$ cat src/rtl/flash_cmd_pkg.sv
package flash_cmd_pkg;
  typedef enum logic [7:0] {
    MODE_ARRAY    = 8'hFF,
    MODE_STATUS   = 8'h70,
    MODE_ID       = 8'h90,
    MODE_SUSPEND  = 8'hB0,
    MODE_PROG     = 8'h40,
    MODE_PROG_ALT = 8'h10,
    MODE_ERASE    = 8'h20
  } mode_e;

  localparam logic [7:0] CMD_CLEAR   = 8'h50;
  localparam logic [7:0] CMD_CONFIRM = 8'hD0;

  typedef struct packed {
    logic prog;
    logic erase;
  } strobe_t;
endpackage

$ cat src/rtl/flash_ctrl.sv
module flash_ctrl
  import flash_cmd_pkg::*;
(
  input  logic       clk,
  input  logic       rstN,
  input  logic       wrEn,
  input  logic [7:0] wrData,
  input  logic       eraseBusy,
  output strobe_t    stb,
  output mode_e      mode,
  output logic       secondCycle,
  output logic [7:0] statusByte
);
  logic eraseErr;
  logic progErr;
  logic accept;

  assign accept     = wrEn && !eraseBusy;
  assign statusByte = {!eraseBusy, 1'b0, eraseErr, progErr, 4'b0000};

  always_comb begin
    stb = '0;
    if (accept && secondCycle) begin
      if (mode == MODE_PROG || mode == MODE_PROG_ALT) stb.prog = 1'b1;
      if (mode == MODE_ERASE && wrData == CMD_CONFIRM) stb.erase = 1'b1;
    end
  end

  always_ff @(posedge clk or negedge rstN) begin
    if (!rstN) begin
      mode        <= MODE_ARRAY;
      secondCycle <= 1'b0;
      eraseErr    <= 1'b0;
      progErr     <= 1'b0;
    end else if (accept) begin
      if (!secondCycle) begin
        case (wrData)
          8'hFF, 8'h70, 8'h90, 8'hB0: mode <= mode_e'(wrData);
          CMD_CLEAR: begin
            eraseErr <= 1'b0;
            progErr  <= 1'b0;
            mode     <= MODE_ARRAY;
          end
          8'h40, 8'h10, 8'h20: begin
            mode        <= mode_e'(wrData);
            secondCycle <= 1'b1;
          end
          default: ;
        endcase
      end else begin
        secondCycle <= 1'b0;
        if (mode == MODE_ERASE && wrData != CMD_CONFIRM) begin
          mode     <= MODE_STATUS;
          eraseErr <= 1'b1;
          progErr  <= 1'b1;
        end
      end
    end
  end
endmodule

$ cat src/rtl/flash_data.sv
module flash_data
  import flash_cmd_pkg::*;
#(
  parameter int          MEM_BYTES = 256,
  parameter int          BLK_BYTES = 32,
  parameter int          ADDR_W    = 9,
  parameter logic [15:0] DEV_ID    = 16'h89A2
) (
  input  logic              clk,
  input  logic              rstN,
  input  strobe_t           stb,
  input  mode_e             mode,
  input  logic [7:0]        statusByte,
  input  logic [ADDR_W-1:0] busAddr,
  input  logic [7:0]        wrData,
  input  logic              rdEn,
  output logic [7:0]        rdData,
  output logic              eraseBusy
);
  localparam int                IDX_W    = $clog2(MEM_BYTES);
  localparam int                BLK_W    = $clog2(BLK_BYTES);
  localparam logic [ADDR_W:0]   MEM_LIM  = (ADDR_W+1)'(MEM_BYTES);
  localparam logic [ADDR_W-1:0] BLK_MASK = ~ADDR_W'(BLK_BYTES - 1);
  localparam logic [BLK_W-1:0]  PTR_LAST = BLK_W'(BLK_BYTES - 1);

  logic [7:0]        mem [0:MEM_BYTES-1];
  logic [ADDR_W-1:0] sweepBase;
  logic [BLK_W-1:0]  sweepPtr;
  logic [ADDR_W-1:0] sweepAddr;
  logic              busInRange;
  logic              sweepInRange;
  logic [7:0]        readMux;

  assign sweepAddr    = sweepBase | ADDR_W'(sweepPtr);
  assign busInRange   = {1'b0, busAddr} < MEM_LIM;
  assign sweepInRange = {1'b0, sweepAddr} < MEM_LIM;

  always_ff @(posedge clk or negedge rstN) begin
    if (!rstN) begin
      eraseBusy <= 1'b0;
      sweepBase <= '0;
      sweepPtr  <= '0;
    end else if (stb.erase) begin
      eraseBusy <= 1'b1;
      sweepBase <= busAddr & BLK_MASK;
      sweepPtr  <= '0;
    end else if (eraseBusy) begin
      sweepPtr <= sweepPtr + 1'b1;
      if (sweepPtr == PTR_LAST) eraseBusy <= 1'b0;
    end
  end

  always_ff @(posedge clk or negedge rstN) begin
    if (!rstN) begin
      for (int i = 0; i < MEM_BYTES; i++) mem[i] <= 8'hFF;
    end else if (stb.prog && busInRange) begin
      mem[busAddr[IDX_W-1:0]] <= wrData;
    end else if (eraseBusy && sweepInRange) begin
      mem[sweepAddr[IDX_W-1:0]] <= 8'hFF;
    end
  end

  always_comb begin
    case (mode)
      MODE_ARRAY:  readMux = busInRange ? mem[busAddr[IDX_W-1:0]] : 8'hFF;
      MODE_STATUS: readMux = statusByte;
      MODE_ID:     readMux = busAddr[0] ? DEV_ID[15:8] : DEV_ID[7:0];
      default:     readMux = 8'hFF;
    endcase
  end

  always_ff @(posedge clk or negedge rstN) begin
    if (!rstN)     rdData <= 8'hFF;
    else if (rdEn) rdData <= readMux;
  end
endmodule

$ cat src/rtl/flash_cmd_if.sv
module flash_cmd_if
  import flash_cmd_pkg::*;
#(
  parameter int          MEM_BYTES = 256,
  parameter int          BLK_BYTES = 32,
  parameter int          ADDR_W    = 9,
  parameter logic [15:0] DEV_ID    = 16'h89A2
) (
  input  logic              clk,
  input  logic              rstN,
  input  logic [ADDR_W-1:0] busAddr,
  input  logic              wrEn,
  input  logic [7:0]        wrData,
  input  logic              rdEn,
  output logic [7:0]        rdData,
  output logic              busy
);
  strobe_t    stb;
  mode_e      modeQ;
  logic       phase2;
  logic [7:0] statusByte;

  flash_ctrl u_ctrl (
    .clk(clk), .rstN(rstN), .wrEn(wrEn), .wrData(wrData), .eraseBusy(busy),
    .stb(stb), .mode(modeQ), .secondCycle(phase2), .statusByte(statusByte)
  );

  flash_data #(
    .MEM_BYTES(MEM_BYTES), .BLK_BYTES(BLK_BYTES), .ADDR_W(ADDR_W), .DEV_ID(DEV_ID)
  ) u_data (
    .clk(clk), .rstN(rstN), .stb(stb), .mode(modeQ), .statusByte(statusByte),
    .busAddr(busAddr), .wrData(wrData), .rdEn(rdEn), .rdData(rdData),
    .eraseBusy(busy)
  );
endmodule

$ cat config.mk
export PLATFORM = sky130hd
export DESIGN_NAME = flash_cmd_if
export DESIGN_NICKNAME = d
export VERILOG_FILES = /design/src/rtl/flash_cmd_pkg.sv /design/src/rtl/flash_ctrl.sv /design/src/rtl/flash_data.sv /design/src/rtl/flash_cmd_if.sv
export SDC_FILE = /design/constraint.sdc
export NUM_CORES = 2
export LEC_CHECK = 0
export BUFFER_PORTS_ARGS = -buffer_cell sky130_fd_sc_hd__buf_2
export CAP_MARGIN = 20
export CORE_UTILIZATION = 55
export DETAILED_ROUTE_END_ITERATION = 8
export HOLD_SLACK_MARGIN = 0.05
export PLACE_DENSITY_LB_ADDON = 0.3
export SLEW_MARGIN = 20
export SYNTH_ARGS = -nofsm -noshare
export SYNTH_HDL_FRONTEND = slang
export SYNTH_SLANG_ARGS = --single-unit
$ cat constraint.sdc
create_clock -name clk -period 2.4 [get_ports clk]
set_input_delay 0.36 -clock clk [delete_from_list [all_inputs] [get_ports clk]]
set_output_delay 0.36 -clock clk [all_outputs]
set_load 0.02 [all_outputs]
==> metrics.csv <==
stage,metric,value,unit
timing,fmax,373,MHz
logic_synthesis,synth_compound_area_share,13.8,%
logic_synthesis,ys_ff_latch,2076,
setup_path,start_kind,primary input,
logic_synthesis,synth_top_family_by_area,simple AND/OR/NAND/NOR gates,
timing,fin_crit,2680,ps
timing,rsz0062_at_grt,true,
setup_path,crit_path_end_kind,register,
route,wl_met2,177000,um
pwr,vdd_ir_drop_max,0.687,mV
logic_synthesis,synthDistinctLibCells,91,
grt,grt_pass1_vias,89000,
placement,placed_area,0.116,mm^2
floorplan,core.rowCount,157,
setup_path,reg2reg_depth,7,
outcome,violations,"max-slew violations, negative setup slack",
grt,grt.overflow.total,0,
finish,drive_above_1_share,43.3,%
logic_synthesis,ys_seq_area_share,53.5,%
route,wirelength,405000,um
setup_path,crit_chain,buf_8 -> buf_4 -> or3b_2 -> buf_4 -> o22ai_1 -> a211oi_1 -> nor3_2 -> nor4_4 -> buf_4 -> o221a_2,
logic_synthesis,syn_nets,10600,
timing,max-slew-margin-rel,-4.84,%
setup_path,cp_slowest_cell,or3b_2,
floorplan,coreArea,0.184,mm^2
floorplan,io_pins,30,
logic_synthesis,syn_area,0.102,mm^2
route,detail_route.wl_per_cell,28.4,um
timing,finalCritPeriodShare,112,%
placement,port_buffers,29,
floorplan,fp.dieH,433,um
finish,syn2layout_area_growth,27.4,%
logic_synthesis,synthSimpleGateAreaFrac,16.9,%
finish,post-route-util,70.7,%
cts,cts_tree,done,
logic_synthesis,synthCells,10600,
placement,dp_hpwl,262000,um
logic_synthesis,synth_fa_ha_area_share,0.0614,%
placement,pre_cts_slack,-1380,ps
outcome,outcome,"complete, but fails checks",
finish,final_cell_mix,"nor2_1 (3,591), dfstp_2 (2,064), a21oi_1 (1,645)",
route,drt-vias-per-instance,6.49,
logic_synthesis,avgSynthCellArea,9.64,um^2
min_path,worstHoldPathCells,4,
floorplan,die_x,433,um
grt,grt_pass1_wl,582000,um
floorplan,die-area,0.187,mm^2
pwr,fin_total_pwr,76200,uW
timing,fin_setup_tns,-62190,ps
timing,setup_viol,992,
route,drtPass1Iterations,8,
logic_synthesis,muxShareOfSynthArea,12.1,%
placement,gp_congestion,1.01,
route,ant_nets,0,
cts,cts_buffers,216,
run,maxCapViolations,0,
timing,tightest_slew,1570,ps
cts,clock-root-buffer,clkbuf_16,
logic_synthesis,synth_edf_count,0,
cts,clkLatencyLatePin,910,ps
timing,fin_ws,-280,ps
cts,htree_levels,4,
setup_path,critPathKind,primary input to register,
logic_synthesis,async_flop_share,100,%
min_path,hold_path.class,primary input to register,
setup_path,critical_path.max_fanout,21,
grt,grt_max_degree,156,
grt,gr-usage-all-layers,42.1,%
timing,slew_viol_final,48,
route,met1_length,147000,um
logic_synthesis,synth_xor_area_share,0.0430,%
setup_path,max_stage_delay,550,ps
timing,finClkSkew,47.4,ps
route,routed-wl-met3,51200,um
pwr,p_per_area,586,mW/mm^2
finish,final_area,0.130,mm^2
finish,nNetsFinal,11600,
timing,final-hold-violation-count,0,
route,drt_iter0_drc,12500,
route,top_layer,met5,
cts,cts.sinks,2076,
setup_path,crit_path_frequent_cell,buf_4,
grt,antenna_found_initial,23,
floorplan,start_util,55.5,%
pwr,power.leakage,0.0519,uW
finish,final_common_cell,nor2_1,
logic_synthesis,synth_flop_cell,dfstp_2,
route,drc,0,
cts,max-clock-path-buffers,3,
setup_path,required,3190,ps
setup_path,arrival,3470,ps
logic_synthesis,ys_warn_count,0,
route,vias,92600,
cts,clkSlewWorstSetupHoldPaths,60,ps
[layer usage]
metal	vias to the layer above	GRT usage, %
met1	45900	54.6
met3	1559	12.9
met4	14	26.8
li1	38500	-
met2	6594	61.7
met5	-	0
[cell families (layout without fill, tap and decap cells)]
kind of cell	count (synthesis)	after routing
mux	660	660
flops	2076	2076
xor+xnor	5	5
fa+ha+maj	5	5
compound gates	2642	2642
other cells	0	20
simple gates	4413	4414
buf+inv	775	1982
[repair_timing]
| action | in CTS | in global routing |
|---|---|---|
| hold endpoints to repair | 433 | 0 |
| hold buffers | 12 | 0 |
| setup endpoints to repair | 1298 | 1427 |
| gates resized for setup | 415 | 931 |
| pin swaps | 34 | 43 |
| buffers inserted | 41 | 35 |
| gates cloned | 43 | 42 |
[critical path, delay by kind of cell]
family	cells	cell delay [ps]
AOI/OAI and AO/OA	3	910
buffers and inverters	4	1110
and+or+nand+nor	3	1070
[synth_stat cells, types with 6 or more instances]
library cell	n	area (um^2)
a211oi_1	11	82.6
a21o_1	7	52.6
a21oi_1	1800	9010
a221oi_1	19	166
a22o_1	10	87.6
a22oi_1	75	563
a31oi_1	14	87.6
and2_1	6	37.5
and3_1	20	125
buf_1	77	289
buf_2	118	591
buf_4	43	323
buf_6	43	484
clkbuf_1	478	1790
dfrtp_1	12	300
dfstp_2	2064	54200
inv_1	11	41.3
mux2_2	10	113
mux2i_1	192	1920
mux4_2	458	10300
nand2_1	370	1390
nand2b_1	10	62.6
nand3_1	45	225
nand3b_1	7	52.6
nand4_1	19	119
nand4b_1	6	52.6
nor2_1	3802	14300
nor2_2	18	113
nor2b_1	26	163
nor3_1	17	85.1
nor3_2	6	60.1
nor4_1	17	106
o211ai_1	14	105
o21ai_0	405	2030
o21ai_1	123	616
o221ai_1	7	61.3
o22a_1	43	377
o22ai_1	62	388
[path summary, 6_finish.rpt]
kind | endpoint | slack, ps | from
max in group asynchronous | u_data.mem[1900] | 1250 | rstN
min | u_ctrl.secondCycle | 120 | wrEn
max reg2reg | u_data.rdData[1] | -250 | u_data.mem[1713]
min reg2reg | u_data.mem[32] | 520 | u_data.mem[32]
min in group asynchronous | u_data.mem[76] | 400 | rstN
max | u_data.rdData[4] | -280 | busAddr[0]
[power breakdown]
part / switching [uW] / internal, uW / total, uW
registers: 141 / 35300 / 35500
logic: 3800 / 1770 / 5570
clock network: 15000 / 20100 / 35200
total: 19000 / 57200 / 76200
[cell type report]
class                           instances  area, um^2
Sequential cell                      2076       54500
Fill cell                           12700       53800
Multi-Input combinational cell       7726       47700
Timing Repair Buffer                 1574       17100
Clock buffer                          313        6250
Tap cell                             2464        3080
Clock inverter                         82        1070
Inverter                               13        58.8
Antenna cell                           20        50.0
[sequential cells by signal, indices dropped and copies added, names as in the netlist]
register,flops
u_data.mem,2048
u_ctrl.mode,8
u_data.rdData,8
u_data.sweepPtr,5
u_data.sweepBase,4
u_ctrl.eraseErr,1
u_ctrl.secondCycle,1
u_data.eraseBusy,1
[through the flow]
step                      hold slack [ps]  instances
after floorplan                      64.4      10600
after global placement                500      13700
after detailed placement              505      13700
after CTS                            82.7      14200
after global routing                  128      14300
final                                 121      14300
No activity file was read; power rests on OpenSTA's default activity.
